`config.mk`:
```
export PLATFORM = sky130hd
export DESIGN_NAME = dw_func_ctrl
export DESIGN_NICKNAME = d
export VERILOG_FILES = /design/src/rtl/dw_func_pkg.sv /design/src/rtl/dw_decode.sv /design/src/rtl/dw_lam_ctrl.sv /design/src/rtl/dw_func_ctrl.sv
export SDC_FILE = /design/constraint.sdc
export NUM_CORES = 1
export LEC_CHECK = 0
export ABC_AREA = 1
export BUFFER_PORTS_ARGS = -buffer_cell sky130_fd_sc_hd__buf_2
export CORE_MARGIN = 3
export CORE_UTILIZATION = 37
export CTS_CLUSTER_SIZE = 24
export DETAILED_ROUTE_END_ITERATION = 7
export GPL_ROUTABILITY_DRIVEN = 0
export PLACE_DENSITY_LB_ADDON = 0.15
export SETUP_SLACK_MARGIN = 0.02
export SYNTH_ARGS = -nofsm -noshare
export SYNTH_HDL_FRONTEND = slang
export SYNTH_SLANG_ARGS = --single-unit
```
`constraint.sdc`:
```
create_clock -name clk -period 1.2 [get_ports clk]
set_clock_uncertainty 0.1 [all_clocks]
set_input_delay 0.06 -clock clk [delete_from_list [all_inputs] [get_ports clk]]
set_output_delay 0.06 -clock clk [all_outputs]
set_load 0.05 [all_outputs]
```
`src/rtl/dw_func_pkg.sv`:
```
package dw_func_pkg;
    localparam int FN_W = 5;

    localparam logic [FN_W-1:0] FN_READ     = 5'd0;
    localparam logic [FN_W-1:0] FN_READ_CLR = 5'd2;
    localparam logic [FN_W-1:0] FN_TEST_LAM = 5'd8;
    localparam logic [FN_W-1:0] FN_CLEAR    = 5'd9;
    localparam logic [FN_W-1:0] FN_LAM_OFF  = 5'd24;
    localparam logic [FN_W-1:0] FN_INCR     = 5'd25;
    localparam logic [FN_W-1:0] FN_LAM_ON   = 5'd26;

    typedef enum logic [1:0] {
        PH_IDLE = 2'd0,
        PH_S1   = 2'd1,
        PH_S2   = 2'd2
    } phase_t;

    typedef struct packed {
        logic accept;
        logic resp;
        logic read;
        logic rd_last_clr;
        logic clr_all;
        logic incr;
        logic lam_on;
        logic lam_off;
    } dec_t;
endpackage

```
`src/rtl/dw_decode.sv`:
```
module dw_decode
    import dw_func_pkg::*;
#(
    parameter int NCH = 12,
    parameter int AW  = 4
) (
    input  logic            stn_sel,
    input  logic [AW-1:0]   sub_addr,
    input  logic [FN_W-1:0] func,
    input  logic            lam_flag,
    output dec_t            dec
);
    localparam int LAST_CH = NCH - 1;

    logic addr_ok;
    logic fn_known;

    assign addr_ok = int'(sub_addr) < NCH;

    always_comb begin
        unique case (func)
            FN_READ, FN_READ_CLR, FN_TEST_LAM, FN_CLEAR,
            FN_LAM_OFF, FN_INCR, FN_LAM_ON: fn_known = 1'b1;
            default:                        fn_known = 1'b0;
        endcase
    end

    always_comb begin
        dec             = '0;
        dec.accept      = stn_sel && addr_ok && fn_known;
        dec.read        = stn_sel && addr_ok && (func == FN_READ || func == FN_READ_CLR);
        dec.resp        = dec.read || (stn_sel && addr_ok && func == FN_TEST_LAM && lam_flag);
        dec.rd_last_clr = stn_sel && func == FN_READ_CLR && int'(sub_addr) == LAST_CH;
        dec.clr_all     = stn_sel && addr_ok && func == FN_CLEAR;
        dec.incr        = stn_sel && addr_ok && func == FN_INCR;
        dec.lam_on      = stn_sel && addr_ok && func == FN_LAM_ON;
        dec.lam_off     = stn_sel && addr_ok && func == FN_LAM_OFF;
    end

    always_comb begin
        assert_q_needs_x_R8: assert (dec.accept || !dec.resp)
            else $error("Q without X");
    end
endmodule

```
`src/rtl/dw_lam_ctrl.sv`:
```
module dw_lam_ctrl #(
    parameter int NCH = 12
) (
    input  logic           clk,
    input  logic           rst_n,
    input  logic [NCH-1:0] half_flags,
    input  logic           clr_evt,
    input  logic           clr_busy,
    input  logic           en_set,
    input  logic           en_clr,
    output logic           lam_flag,
    output logic           lam_en
);
    logic any_flag;
    assign any_flag = |half_flags;

    always_ff @(posedge clk or negedge rst_n) begin
        if (!rst_n) begin
            lam_flag <= 1'b0;
        end else if (clr_evt) begin
            lam_flag <= 1'b0;
        end else if (any_flag && !clr_busy) begin
            lam_flag <= 1'b1;
        end
    end

    always_ff @(posedge clk or negedge rst_n) begin
        if (!rst_n) begin
            lam_en <= 1'b0;
        end else if (en_clr) begin
            lam_en <= 1'b0;
        end else if (en_set) begin
            lam_en <= 1'b1;
        end
    end

    assert_flag_source_R10: assert property (@(posedge clk) disable iff (!rst_n)
        $rose(lam_flag) |-> $past(any_flag))
        else $error("LAM flag rose without a warning flag");

    assert_clear_wins_R11: assert property (@(posedge clk) disable iff (!rst_n)
        clr_busy |=> !lam_flag)
        else $error("LAM flag set again right after clear");
endmodule

```
`src/rtl/dw_func_ctrl.sv`:
```
module dw_func_ctrl
    import dw_func_pkg::*;
#(
    parameter int NCH = 12,
    parameter int AW  = 4
) (
    input  logic            clk,
    input  logic            rst_n,
    input  logic            stn_sel,
    input  logic [AW-1:0]   sub_addr,
    input  logic [FN_W-1:0] func,
    input  logic            strobe1,
    input  logic            strobe2,
    input  logic            crate_clear,
    input  logic            crate_init,
    input  logic            crate_inhibit,
    input  logic [NCH-1:0]  half_flags,
    output logic            x_resp,
    output logic            q_resp,
    output logic            rd_en,
    output logic [AW-1:0]   rd_sel,
    output logic            clr_pulse,
    output logic            inc_pulse,
    output logic            bank_inhibit,
    output logic            lam_req
);
    phase_t phase_q, phase_d;
    dec_t   dec;
    logic   lam_flag;
    logic   lam_en;
    logic   s2_rise;
    logic   clr_fire;
    logic   inc_fire;

    dw_decode #(.NCH(NCH), .AW(AW)) u_dec (
        .stn_sel  (stn_sel),
        .sub_addr (sub_addr),
        .func     (func),
        .lam_flag (lam_flag),
        .dec      (dec)
    );

    always_ff @(posedge clk or negedge rst_n) begin
        if (!rst_n) phase_q <= PH_IDLE;
        else        phase_q <= phase_d;
    end

    always_comb begin
        phase_d = phase_q;
        unique case (phase_q)
            PH_IDLE: if (strobe2) phase_d = PH_S2;
                     else if (strobe1) phase_d = PH_S1;
            PH_S1:   if (strobe2) phase_d = PH_S2;
                     else if (!strobe1) phase_d = PH_IDLE;
            PH_S2:   if (!strobe2) phase_d = strobe1 ? PH_S1 : PH_IDLE;
            default: phase_d = PH_IDLE;
        endcase
    end

    assign s2_rise  = strobe2 && (phase_q != PH_S2);
    assign clr_fire = s2_rise && (dec.clr_all || dec.rd_last_clr || crate_clear || crate_init);
    assign inc_fire = s2_rise && dec.incr;

    always_ff @(posedge clk or negedge rst_n) begin
        if (!rst_n) begin
            clr_pulse <= 1'b0;
            inc_pulse <= 1'b0;
        end else begin
            clr_pulse <= clr_fire;
            inc_pulse <= inc_fire;
        end
    end

    dw_lam_ctrl #(.NCH(NCH)) u_lam (
        .clk        (clk),
        .rst_n      (rst_n),
        .half_flags (half_flags),
        .clr_evt    (clr_fire),
        .clr_busy   (clr_pulse),
        .en_set     (s2_rise && dec.lam_on),
        .en_clr     (s2_rise && (dec.lam_off || crate_init)),
        .lam_flag   (lam_flag),
        .lam_en     (lam_en)
    );

    assign x_resp       = dec.accept;
    assign q_resp       = dec.resp;
    assign rd_en        = dec.read && strobe1;
    assign rd_sel       = sub_addr;
    assign bank_inhibit = crate_inhibit;
    assign lam_req      = lam_flag && lam_en && !stn_sel;

    assert_clr_single_R13: assert property (@(posedge clk) disable iff (!rst_n)
        clr_pulse |=> !clr_pulse)
        else $error("clear pulse longer than one cycle");

    assert_inc_single_R6: assert property (@(posedge clk) disable iff (!rst_n)
        inc_pulse |=> !inc_pulse)
        else $error("increment pulse longer than one cycle");

    assert_inc_needs_station_R6: assert property (@(posedge clk) disable iff (!rst_n)
        inc_pulse |-> $past(stn_sel) && $past(strobe2))
        else $error("increment without a selected S2 command");

    assert_clr_kills_lam_R9: assert property (@(posedge clk) disable iff (!rst_n)
        clr_pulse |-> !lam_req)
        else $error("LAM request during clear pulse");
endmodule

```
=== Yosys cells after proc, flatten, opt, wreduce, memory -nomap -nowiden ===
Index checks and enable logic that the tools add are counted.

* Order comparisons: 1
* Equality and inequality tests: 13
* Muxes and demuxes: 12
* Reduce and logical (&&, ||, !) cells: 35

{| class="wikitable"
|+ Operators by type and width
! operator !! number
|-
| $logic_and A1 B1 Y1 || 20
|-
| $eq A5 B5 Y1 const B || 3
|-
| $reduce_or A12 Y1 || 1
|-
| $eq A5 B4 Y1 const B || 2
|-
| $mux W2 || 5
|-
| $reduce_or A7 Y1 || 1
|-
| $logic_or A1 B1 Y1 || 6
|-
| $mux W1 || 6
|-
| $ne A3 B3 Y1 const B || 2
|-
| $pmux W2 S3 || 1
|-
| $eq A5 B2 Y1 const B || 1
|-
| $logic_not A5 Y1 || 1
|-
| $eq A4 B4 Y1 const B || 1
|-
| $lt A4 B4 Y1 const B || 1
|-
| $ne A2 B2 Y1 const B || 2
|-
| $reduce_bool A2 Y1 || 2
|-
| $reduce_and A3 Y1 || 1
|-
| $eq A2 B1 Y1 const B || 1
|-
| $eq A2 B2 Y1 const B || 1
|-
| $logic_not A1 Y1 || 2
|-
| $logic_not A2 Y1 || 1
|}

* Register bits after elaboration: 6
* Bits of input ports: 29
* Output and inout port bits: 11
* Word-level logic and storage cells: 66

=== Logic depth before layout (Yosys ltp) ===
* Depth in word-level cells: 8
* Gate-level depth with buffers: 8
* Mapped depth without buffers: 8

=== By module ===
Synthesis repeated with hierarchy kept, for this count alone.

* Cell total of the unflattened synthesis: 95
* Area total of the unflattened synthesis: 541.8 sq um

{| class="wikitable"
|+ By module, submodules not included
! module !! times used !! cells an instance !! area each (sq um) !! sequential area each (sq um)
|-
| dw_func_ctrl || 1 || 36 || 246.5 || 100.1
|-
| dw_decode || 1 || 40 || 173.9 || 0.0
|-
| dw_lam_ctrl || 1 || 19 || 121.4 || 50.0
|}

=== Worst setup path before layout ===
OpenSTA, ideal clock, no wires.

* Kind: reg2out
* From: register u_lam.lam_flag
* To: output q_resp
* Data arrival time: 1.466 ns
* Required time: 1.040 ns
* Setup slack: -0.426 ns
* Stages on the path, launching flop included: 3
* Path buffers: 0
* Cells stage by stage: dfrtp_1 > inv_1 > o21ai_0

* Word-level cells in the longest chain between the ends: 2

{| class="wikitable"
|+ Ends and longest elaborated chain
! element !! line !! text
|-
| from (decl) || dw_lam_ctrl.sv:11 || <nowiki>output logic lam_flag,</nowiki>
|-
| from (signal assigned) || dw_lam_ctrl.sv:19 || <nowiki>lam_flag <= 1'b0;</nowiki>
|-
| from (signal assigned) || dw_lam_ctrl.sv:21 || <nowiki>lam_flag <= 1'b0;</nowiki>
|-
| from (signal assigned) || dw_lam_ctrl.sv:23 || <nowiki>lam_flag <= 1'b1;</nowiki>
|-
| $logic_and A1 B1 Y1 || dw_decode.sv:32 || <nowiki>dec.resp = dec.read || (stn_sel && addr_ok && func == FN_TEST_LAM && lam_flag);</nowiki>
|-
| $logic_or A1 B1 Y1 || dw_decode.sv:32 ||
|-
| to (decl) || dw_func_ctrl.sv:19 || <nowiki>output logic q_resp,</nowiki>
|}

Every way passes these cells.

=== Final worst setup path ===
* From: register u_lam.lam_en
* To: output lam_req

* Word-level cells in the longest chain between the ends: 2

{| class="wikitable"
|+ Ends and longest elaborated chain
! element !! line !! text
|-
| from (decl) || dw_lam_ctrl.sv:12 || <nowiki>output logic lam_en</nowiki>
|-
| from (signal assigned) || dw_lam_ctrl.sv:29 || <nowiki>lam_en <= 1'b0;</nowiki>
|-
| from (signal assigned) || dw_lam_ctrl.sv:31 || <nowiki>lam_en <= 1'b0;</nowiki>
|-
| from (signal assigned) || dw_lam_ctrl.sv:33 || <nowiki>lam_en <= 1'b1;</nowiki>
|-
| $logic_and A1 B1 Y1 (2 in series) || dw_func_ctrl.sv:91 || <nowiki>assign lam_req = lam_flag && lam_en && !stn_sel;</nowiki>
|-
| to (decl) || dw_func_ctrl.sv:25 || <nowiki>output logic lam_req</nowiki>
|}

Every way passes these cells.

==> results.txt <==
CP startpoint kind -> flop
Setup TNS -> 0 ns
Worst skew pair latency -> 0.23 ns
Synthesized flop and latch total -> 6
Arrival time worst endpoint -> 0.94 ns
Synth unique cells -> 18
Critical-path top delay cell -> dfrtp_1
Maximum level of the CTS H-tree -> 1
Achievable frequency -> 0.905 GHz
Num CTS Buffers -> 3
Number of global-route vias before repair -> 452
Worst min-delay path class -> in -> out
I/O pins -> 40
Met2 GRT Util -> 0.174
RSZ-0062 raised after global routing -> true
CP peak stage delay -> 0.31 ns
Global-route wire length before repair -> 1730 µm
Starting DRT DRC Count -> 6
Dominant cell type by area after synthesis -> dfrtp_1
NumNets Final -> 152
Antenna violations before repair -> 0
CTS tree -> done
Layout cell share with drive strength beyond 1 -> 0.430
Status -> complete, no violations
Worst-path fanout max -> 2
Vias post-DR -> 582
Clock slew at reported path FFs -> 0.04 ns
Vias/cell -> 4.31
Pwr per Cell Area -> 775 nW/µm²
P&R area growth vs syn -> 49.9%
Yosys warning count -> 0
Post-Syn Instances -> 83
CTS Sinks -> 6
Die width -> 42.8 µm
Synthesized area per cell -> 6.04 µm²
Max Slew Vio Count -> 0
Postcts setup bufs -> 0
Leak -> 0.437 nW
Synthesized net count -> 112
Grt total ovfl -> 0
Clock Tree Buf Depth -> 2
Total core area -> 1190 µm²
Area contributors post-synth -> dfrtp_1 (30%), nand2_1 (16%), nor2_1 (12%)
Row cnt -> 12
Post-DP HPWL -> 925 µm
DIE AREA -> 1830 µm²
Worst-margin pin slew -> 0.248 ns
Initial Utilization -> 0.423
Seq/Total Area, Yosys -> 0.299
GRT met1 Usage -> 0.165
Met3 layer usage reported by global route -> 0.0424
GRT Overall Usage -> 0.120
Tcrit/Tclk final -> 0.921
Diodes inserted -> 0
Max VDD drop -> 0.000698 V
Min cycle time layout -> 1.10 ns
CP Data Required Time -> 1.04 ns
GR peak layer -> met2
Tot Pwr -> 583 µW
Synth top area share -> 0.299
PortBufs -> 37
Drc violations -> 0
Worst rel slew slack -> 0.836
Worst-path cell chain -> inv_1, nor3_2, buf_6
MaxCap Viol Count -> 0
Final setup viols -> 0
DR WL/cell -> 7.84 µm
Root buffer cell -> clkbuf_4
Detailed Routing Iterations Pass 1 -> 4
Worst Setup Path Type -> reg -> out
Critical Path Sink Type -> primary output
Largest net degree at the start of global routing -> 7
ANT nets after route -> 0
Fin. Hold Viols -> 0
DRT Wirelength -> 1060 µm
Die height -> 42.8 µm
Mapped cell area -> 502 µm²
-- report_power, final --
part / switching [mW] / internal [mW]
Combinational: 0.115 / 0.0732
Clock: 0.0613 / 0.112
Sequential: 0.00645 / 0.214
Total: 0.183 / 0.400
-- cell usage after synthesis, drive strengths merged --
cell type	instances
nand4	1
nor2	17
a21oi	2
nand3	5
nor3	3
and2	1
nand2	23
inv	17
buf	5
o21ai	2
a31oi	1
dfrtp	6
-- layout make-up --
cell class / count / area (µm²)
timing repair buffer: 40 / 230
inverter: 17 / 63.8
multi-input combinational: 55 / 268
fill: 116 / 434
clock buffer: 3 / 22.5
tap: 14 / 17.5
sequential: 6 / 150
-- routing by layer --
metal	share of wire	vias to the layer above
met2	0.41	33
met4	0	0
met1	0.44	226
li1	-	323
met5	0	-
met3	0.15	0
-- cell usage in the layout (no fill, tap or decap), types with 3 or more instances in the layout --
master and n:
dfrtp_1 6, nand2_1 22, inv_1 13, inv_2 4
dlygate4sd3_1 3, nand3_1 5, buf_2 34, nor2_1 15
clkbuf_4 3
-- metrics by stage --
stage               setup WS [ns]   util  cells  instance area, µm²  hold slack (ns)
global placement            0.118  0.580    130                 688           -0.214
floorplan                 -0.0541      -     83                 515           -0.336
finish                     0.0952  0.634    135                 752           0.0200
CTS                        0.0353  0.629    136                 746           0.0206
global route               0.0123  0.634    135                 752           0.0201
detailed placement          0.139  0.580    130                 688           -0.213
-- flip-flops by register name, indices dropped and copies added (netlist names) --
signal          count
u_lam.lam_flag      1
inc_pulse           1
u_lam.lam_en        1
clr_pulse           1
phase_q             2
-- final timing paths --
kind,from,end,slack [ns],cells after the start
max in group asynchronous,rst_n,phase_q[1],0.78,2
max,u_lam.lam_en,lam_req,0.1,3
min in group asynchronous,rst_n,u_lam.lam_flag,0.08,2
max reg2reg,phase_q[1],u_lam.lam_flag,0.16,4
min reg2reg,phase_q[0],phase_q[1],0.43,3
min,crate_inhibit,bank_inhibit,0.02,0
-- worst max-delay path: cells and delay by family (launching register included) --
kind	cells	cell delay (ns)
buf+inv	2	0.23
flops	1	0.31
simple gates	1	0.17
-- cells by family after synthesis --
family,count (synthesis),synth area share
DFF,6,0.299
buffers and inverters,22,0.202
and+or+nand+nor,50,0.424
AOI/OAI and AO/OA,5,0.0748
-- repair_timing --
action | CTS | global route
pin swaps | 0 | 4
setup endpoints to repair | 2 | 3
hold buffers | 3 | 0
resized for setup | 2 | 5
hold endpoints to repair | 7 | 0
No activity file was read; power rests on OpenSTA's default activity.
